==> src/rtl/ook_carrier_qual.sv <==
module ook_carrier_qual #(
  parameter int WIN      = 8,
  parameter int SLOW_LIM = 35,
  parameter int FAST_LIM = 17
) (
  input  logic       clk,
  input  logic       rst_n,
  input  logic       cmp_in,
  input  logic [1:0] rate_sel,
  output logic       carrier_det,
  output logic       rx_data_n
);
  localparam int HW = $clog2(WIN + 1);
  localparam int MAXL = (SLOW_LIM > FAST_LIM) ? SLOW_LIM : FAST_LIM;
  localparam int CW = $clog2(MAXL + 1);

  logic [2:0]    sync_q;
  logic [HW-1:0] hold_cnt;
  logic [CW-1:0] run_cnt;
  logic [CW-1:0] lim;
  logic          rise, differ;

  assign rise        = sync_q[1] & ~sync_q[2];
  assign carrier_det = (hold_cnt != '0);
  assign lim         = (rate_sel == 2'b00) ? CW'(SLOW_LIM) : CW'(FAST_LIM);
  assign differ      = (carrier_det == rx_data_n);

  always_ff @(posedge clk or negedge rst_n)
    if (!rst_n) sync_q <= '0;
    else        sync_q <= {sync_q[1:0], cmp_in};

  always_ff @(posedge clk or negedge rst_n)
    if (!rst_n)              hold_cnt <= '0;
    else if (rise)           hold_cnt <= HW'(WIN);
    else if (hold_cnt != '0) hold_cnt <= hold_cnt - 1'b1;

  always_ff @(posedge clk or negedge rst_n)
    if (!rst_n) begin
      run_cnt   <= '0;
      rx_data_n <= 1'b1;
    end else if (!differ) begin
      run_cnt   <= '0;
    end else if (run_cnt >= lim - 1'b1) begin
      run_cnt   <= '0;
      rx_data_n <= ~rx_data_n;
    end else begin
      run_cnt   <= run_cnt + 1'b1;
    end
endmodule

==> config.mk <==
export PLATFORM = sky130hd
export DESIGN_NAME = ook_carrier_qual
export DESIGN_NICKNAME = d
export VERILOG_FILES = /design/src/rtl/ook_carrier_qual.sv
export SDC_FILE = /design/constraint.sdc
export NUM_CORES = 1
export LEC_CHECK = 0
export BUFFER_PORTS_ARGS = -buffer_cell sky130_fd_sc_hd__clkbuf_2
export CELL_PAD_IN_SITES_DETAIL_PLACEMENT = 0
export CELL_PAD_IN_SITES_GLOBAL_PLACEMENT = 1
export CORE_MARGIN = 10
export CORE_UTILIZATION = 40
export CTS_CLUSTER_DIAMETER = 80
export DETAILED_ROUTE_END_ITERATION = 8
export GPL_TIMING_DRIVEN = 0
export PLACE_DENSITY_LB_ADDON = 0.1
export SYNTH_ARGS = -nofsm -noshare
export SYNTH_HDL_FRONTEND = slang
export SYNTH_SLANG_ARGS = --single-unit
==> constraint.sdc <==
create_clock -name clk -period 1.8 [get_ports clk]
set_clock_uncertainty 0.05 [all_clocks]
set_input_delay 0.09 -clock clk [delete_from_list [all_inputs] [get_ports clk]]
set_output_delay 0.09 -clock clk [all_outputs]
set_load 0.01 [all_outputs]
==> run_results.csv, run 1 <==
group,metric,value,unit
grt,overflow,0,
clock_network,cts_made_buffers,3,
sta,grt_setup_unrepaired,"false",
logic_synthesis,yosys-top-cells-count,"dfrtp_1 (13), nor2_1 (9), inv_1 (6)",
worst_setup_path,required,1660,ps
power,p_per_area,1240,nW/um^2
routing,wirelength,1070,um
logic_synthesis,syn-cell-area,682,sq um
finish,antennaDiodeCount,0,
routing,wl_per_cell,12.2,um
die,die-width,61.3,um
routing,drtIter0Drc,2,
logic_synthesis,synth_most_common_cell,"dfrtp_1",
power,irDropWorstVdd,0.472,mV
clock_network,cts_sinks,14,
clock_network,h-tree-depth,1,
sta,finalCritPeriodShare,0.908,
logic_synthesis,synth_top_cell_by_area,"dfrtp_1",
logic_synthesis,avgSynthCellArea,11.4,sq um
routing,vias_per_cell,4.94,
die,io_pins,7,
sta,worst_slack,165,ps
logic_synthesis,synthCells,60,
worst_setup_path,cp-start-kind,"flip-flop",
logic_synthesis,synth_edf_count,0,
logic_synthesis,netlist.area_leader.share,0.477,
grt,grt_max_degree,15,
clock_network,root_buffer,"clkbuf_4",
logic_synthesis,synthTopCellsByArea,"dfrtp_1 (48%), ha_1 (9.2%), nor2_1 (5.0%), dfstp_2 (3.9%), xnor2_1 (3.9%)",
placement,routabilityCongestion,0.696,
status,status,"completed",
logic_synthesis,ys_seq_area_frac,0.516,
routing,antenna_left,0,
routing,drt_pass1_iterations,3,
clock_network,worstSkewPairLatency,270,ps
power,p_leak,0.372,nW
sta,hold_viol_final,0,
grt,grt_pass1_vias,462,
worst_setup_path,crit_arrival,1500,ps
placement,dp_hpwl,816,um
die,dieArea,3760,sq um
sta,finalMaxSlewViolations,0,
grt,grt_usage,0.0718,
power,total_power,988,uW
sta,worstMarginPinSlew,343,ps
die,num_rows,14,
die,initial_core_util,0.437,
logic_synthesis,synthArstFlopShare,1.00,
placement,port_buffers,6,
sta,layout_min_cycle_time,1640,ps
grt,grt_pass1_wl,2030,um
worst_setup_path,rrSetupSlack,180,ps
logic_synthesis,synthFlopType,"dfrtp_1",
finish,synthToLayoutAreaGrowth,16.5,%
logic_synthesis,synth_cell_types,25,
run,max_cap_violations,0,
clock_network,clock_path_buffers,2,
worst_setup_path,crit_type,"flip-flop to output pin",
logic_synthesis,syn_nets,70,
clock_network,cts_setup_buffers,0,
die,die_h,61.3,um
finish,final_nets,83,
clock_network,cts_tree,"built",
sta,fmax,612,MHz
logic_synthesis,ys_ff_latch,14,
sta,slew_headroom,0.771,
worst_setup_path,critPathMaxFanout,4,
sta,finalSetupTns,0,ps
clock_network,clk_pin_slew,80,ps
routing,vias,435,
finish,drive_gt1_frac,0.236,
routing,drc,0,
worst_setup_path,crit_path_end_kind,"output pin",
placement,dpl_worst_slack,56.6,ps
grt,antenna_found_initial,0,
die,coreArea,1560,sq um
logic_synthesis,ys_warn_count,0,
sta,setup_viol,0,
min_path,min_path_type,"input pin to async pin",
cells in the final DEF, fill, tap and decap left out, drive strengths merged:
cell type    netlist  final
nor2               9      9
a31oi              1      1
and3b              1      1
dlygate4sd3        0      2
a21oi              2      2
xor2               3      3
o21ai              1      1
nand2              1      1
nor3               1      1
or3                1      1
ha                 5      5
xnor2              3      3
a211o              1      1
nor2b              1      1
dfrtp             13     13
nand3b             1      1
or2                1      1
nand3              3      3
nand2b             1      1
inv                6      6
a211oi             1      1
nor3b              1      1
dfstp              1      1
clkbuf             0     10
a31o               1      1
or3b               1      1
repair_timing:
action	4_1_cts	5_1_grt
hold buffers	2	0
setup endpoints to repair	0	1
endpoints found under the hold margin	15	0
resized for setup	0	1
logic make-up (layout without fill, tap and decap cells):
logic type      count (synthesis)  count (layout)  share of synthesized area
xor+xnor                        6               6                     0.0771
fa+ha+maj                       5               5                     0.0917
flops                          14              14                      0.516
compound gates                  7               7                     0.0954
buf+inv                         6              18                     0.0330
simple gates                   22              22                      0.187
flip-flops by register name, indices dropped and copies added (netlist names):
signal and count:
rx_data_n 1, run_cnt 6, hold_cnt 4, sync_q 3
stage by stage:
step / std cells / hold slack, ps / area [sq um] / utilization
3_5_place_dp: 82 / -29.0 / 732 / 0.470
6_report: 88 / 194 / 795 / 0.510
4_1_cts: 88 / 203 / 788 / 0.506
2_1_floorplan: 60 / -256 / 682 / -
5_1_grt: 88 / 209 / 795 / 0.510
3_3_place_gp: 82 / -35.3 / 732 / 0.470
cell type report:
type                            count  area (sq um)
Sequential cell                    14           352
Fill cell                         153           764
Inverter                            6          22.5
Tap cell                           16          20.0
Timing Repair Buffer                8          50.0
Multi-Input combinational cell     40           314
Clock buffer                        4          36.3
per-layer routing:
metal / vias up / global-route usage / share of wire
met5: - / 0 / 0
met4: 0 / 0.0391 / 0.0075
met3: 2 / 0.0288 / 0.060
met2: 5 / 0.105 / 0.46
met1: 204 / 0.0880 / 0.47
li1: 224 / - / -
worst max-delay path, stage by stage, from the launching register on:
cell and delay (ps):
dfrtp_1 380, inv_1 80, ha_1 210, nor3b_4 280
inv_1 130, clkbuf_2 150
where the power goes:
group	internal [mW]	switching [mW]
Sequential	0.388	0.0598
Clock	0.123	0.0985
Combinational	0.154	0.165
Total	0.665	0.324
worst paths after layout:
path	from	to	cells after the start
setup / recovery	hold_cnt[0]	carrier_det	5
hold / removal	rst_n	hold_cnt[1]	2
setup reg to reg	run_cnt[1]	run_cnt[2]	6
hold reg to reg	sync_q[0]	sync_q[1]	0
max in group asynchronous	rst_n	rx_data_n	2
min in group clk	sync_q[0]	sync_q[1]	0
(Power assumes the default switching activity.)
==> run 2, diff against run 1 <==
--- a/config.mk
+++ b/config.mk
@@ -13,6 +13,7 @@
 export CTS_CLUSTER_DIAMETER = 80
 export DETAILED_ROUTE_END_ITERATION = 8
 export GPL_TIMING_DRIVEN = 0
+export HOLD_SLACK_MARGIN = 0.15
 export PLACE_DENSITY_LB_ADDON = 0.1
 export SYNTH_ARGS = -nofsm -noshare
 export SYNTH_HDL_FRONTEND = slang
==> constraint.sdc (replaced) <==
create_clock -name clk -period 1.85 [get_ports clk]
set_clock_uncertainty 0.05 [all_clocks]
set_input_delay 0.0925 -clock clk [delete_from_list [all_inputs] [get_ports clk]]
set_output_delay 0.0925 -clock clk [all_outputs]
set_load 0.01 [all_outputs]
==> run 2 against run 1 <==
  * Largest cell class unchanged
  * Sequential share of layout area rose by 0.35 points
  * Clock power fell by 3%
  * Power shrank 4.6%
  * Sequential cell count is the same
  * Routed wire length down 0.93%
  * Critical endpoint unchanged
  * Via count rose by 0.23%
  * Utilization shrank 0.40 points
==> run_results.csv, run 2 (synthesis results as in run 1) <==
group,metric,value,unit
status,status,"completed",
power,p_per_area,1200,nW/um^2
grt,grt_usage,0.0718,
worst_setup_path,r2r-start,"run_cnt[1]",
routing,wl_per_cell,12.1,um
sta,worstMarginPinSlew,342,ps
sta,finalCritPeriodShare,0.901,
grt,grt_pass1_vias,462,
sta,hold_viol_final,0,
clock_network,clk_pin_slew,80,ps
power,internal_power,637,uW
power,power_switching,305,uW
grt,grt_pass1_wl,2030,um
die,num_rows,14,
finish,reg_top3,"run_cnt (6), hold_cnt (4), sync_q (3)",
worst_setup_path,critPathMaxFanout,4,
grt,antenna_found_initial,0,
power,irDropWorstVdd,0.440,mV
finish,final_nets,83,
routing,drt_pass1_iterations,3,
clock_network,cts_resized,0,
min_path,min_path_type,"input pin to async pin",
worst_setup_path,rr_endpoint,"run_cnt[2]",
routing,vias_per_cell,4.95,
clock_network,h-tree-depth,1,
placement,place_area,732,sq um
placement,port_buffers,6,
sta,fmax,600,MHz
power,comb_power_share,0.317,
finish,finalNonFillerCells,88,
routing,vias,436,
finish,layout_commonest_cell,"dfrtp_1",
sta,finalMaxSlewViolations,0,
sta,finalSetupTns,0,ps
finish,drive_gt1_frac,0.236,
grt,grt_max_degree,15,
worst_setup_path,cp-start-kind,"flip-flop",
sta,grt_setup_unrepaired,"false",
power,p_leak,0.370,nW
die,die_h,61.3,um
routing,antenna_left,0,
placement,dp_hpwl,816,um
finish,synthToLayoutAreaGrowth,15.6,%
clock_network,worstSkewPairLatency,270,ps
sta,layout_min_cycle_time,1670,ps
sta,setup_viol,0,
finish,largest_register,"run_cnt",
finish,stdcell_area,788,sq um
clock_network,cts_made_buffers,3,
clock_network,root_buffer,"clkbuf_4",
grt,overflow,0,
worst_setup_path,required,1710,ps
routing,drtIter0Drc,1,
finish,largest_reg_flops,6,
run,max_cap_violations,0,
worst_setup_path,r2r.worst_path.cells,6,
die,coreArea,1560,sq um
worst_setup_path,crit_arrival,1520,ps
routing,drc,0,
power,seqPwrFrac,0.455,
finish,antennaDiodeCount,0,
clock_network,cts_tree,"built",
sta,slew_headroom,0.772,
die,initial_core_util,0.437,
worst_setup_path,crit_path_end_kind,"output pin",
worst_setup_path,crit_type,"flip-flop to output pin",
clock_network,cts_sinks,14,
power,total_power,943,uW
finish,postLayoutCoreUtil,0.506,
finish,final_cell_mix,"dfrtp_1 (13), nor2_1 (9), inv_1 (6), clkbuf_2 (6), ha_1 (5)",
routing,wirelength,1060,um
die,dieArea,3760,sq um
worst_setup_path,rrSetupSlack,230,ps
clock_network,clock_path_buffers,2,
placement,dp.cells,82,
die,io_pins,7,
placement,routabilityCongestion,0.696,
power,clkPwrFrac,0.228,
power,swShare,0.324,
die,die-width,61.3,um
[run 2: cell types whose count changed in the layout (fill, tap and decap cells not counted)]
cell	previous run	this run
nor3b_2	0	1
nor3b_4	1	0
[run 2: cell type report]
type | instances | area [sq um]
clock buffer | 4 | 36.3
fill | 155 | 771
inverter | 6 | 22.5
multi-input combinational | 40 | 308
sequential | 14 | 352
tap | 16 | 20.0
timing repair buffer | 8 | 50.0
[run 2: metrics by stage]
stage,worst slack [ps],hold WS [ps]
global route,37.9,212
floorplan,316,-253
detailed placement,104,-26.5
finish,184,196
CTS,137,206
global placement,146,-32.8
[run 2: worst max-delay path: stages (launching register included)]
cell and delay (ps):
dfrtp_1 380, inv_1 80, ha_1 200, nor3b_2 300
inv_1 140, clkbuf_2 150
[run 2: worst max path at each step]
| stage | cells past startpoint | start | to |
|---|---|---|---|
| detailed placement | 8 | rate_sel[1] | run_cnt[3] |
| CTS | 5 | hold_cnt[0] | carrier_det |
| finish | 5 | hold_cnt[0] | carrier_det |
| global route | 5 | hold_cnt[0] | carrier_det |
| global placement | 8 | rate_sel[1] | run_cnt[4] |
| floorplan | 7 | rate_sel[1] | rx_data_n |
[run 2: what timing repair did]
action	in CTS	in global routing
hold buffers	2	0
endpoints found under the hold margin	15	0
setup buffers	0	0
[run 2: layer usage]
layer | vias up | GRT usage | part of all wire | routed length, um
li1 | 224 | - | - | -
met4 | 0 | 0.0391 | 0.0075 | 8
met1 | 205 | 0.0880 | 0.47 | 495
met3 | 2 | 0.0288 | 0.060 | 64
met5 | - | 0 | 0 | 0
met2 | 5 | 0.105 | 0.47 | 495
[run 2: power groups by stage]
stage	Clock [mW]	Combinational [mW]	Sequential, mW
2_1_floorplan	0	0.226	0.429
3_3_place_gp	0	0.297	0.433
3_5_place_dp	0	0.300	0.436
4_1_cts	0.231	0.306	0.430
5_1_grt	0.240	0.347	0.444
6_report	0.215	0.299	0.429
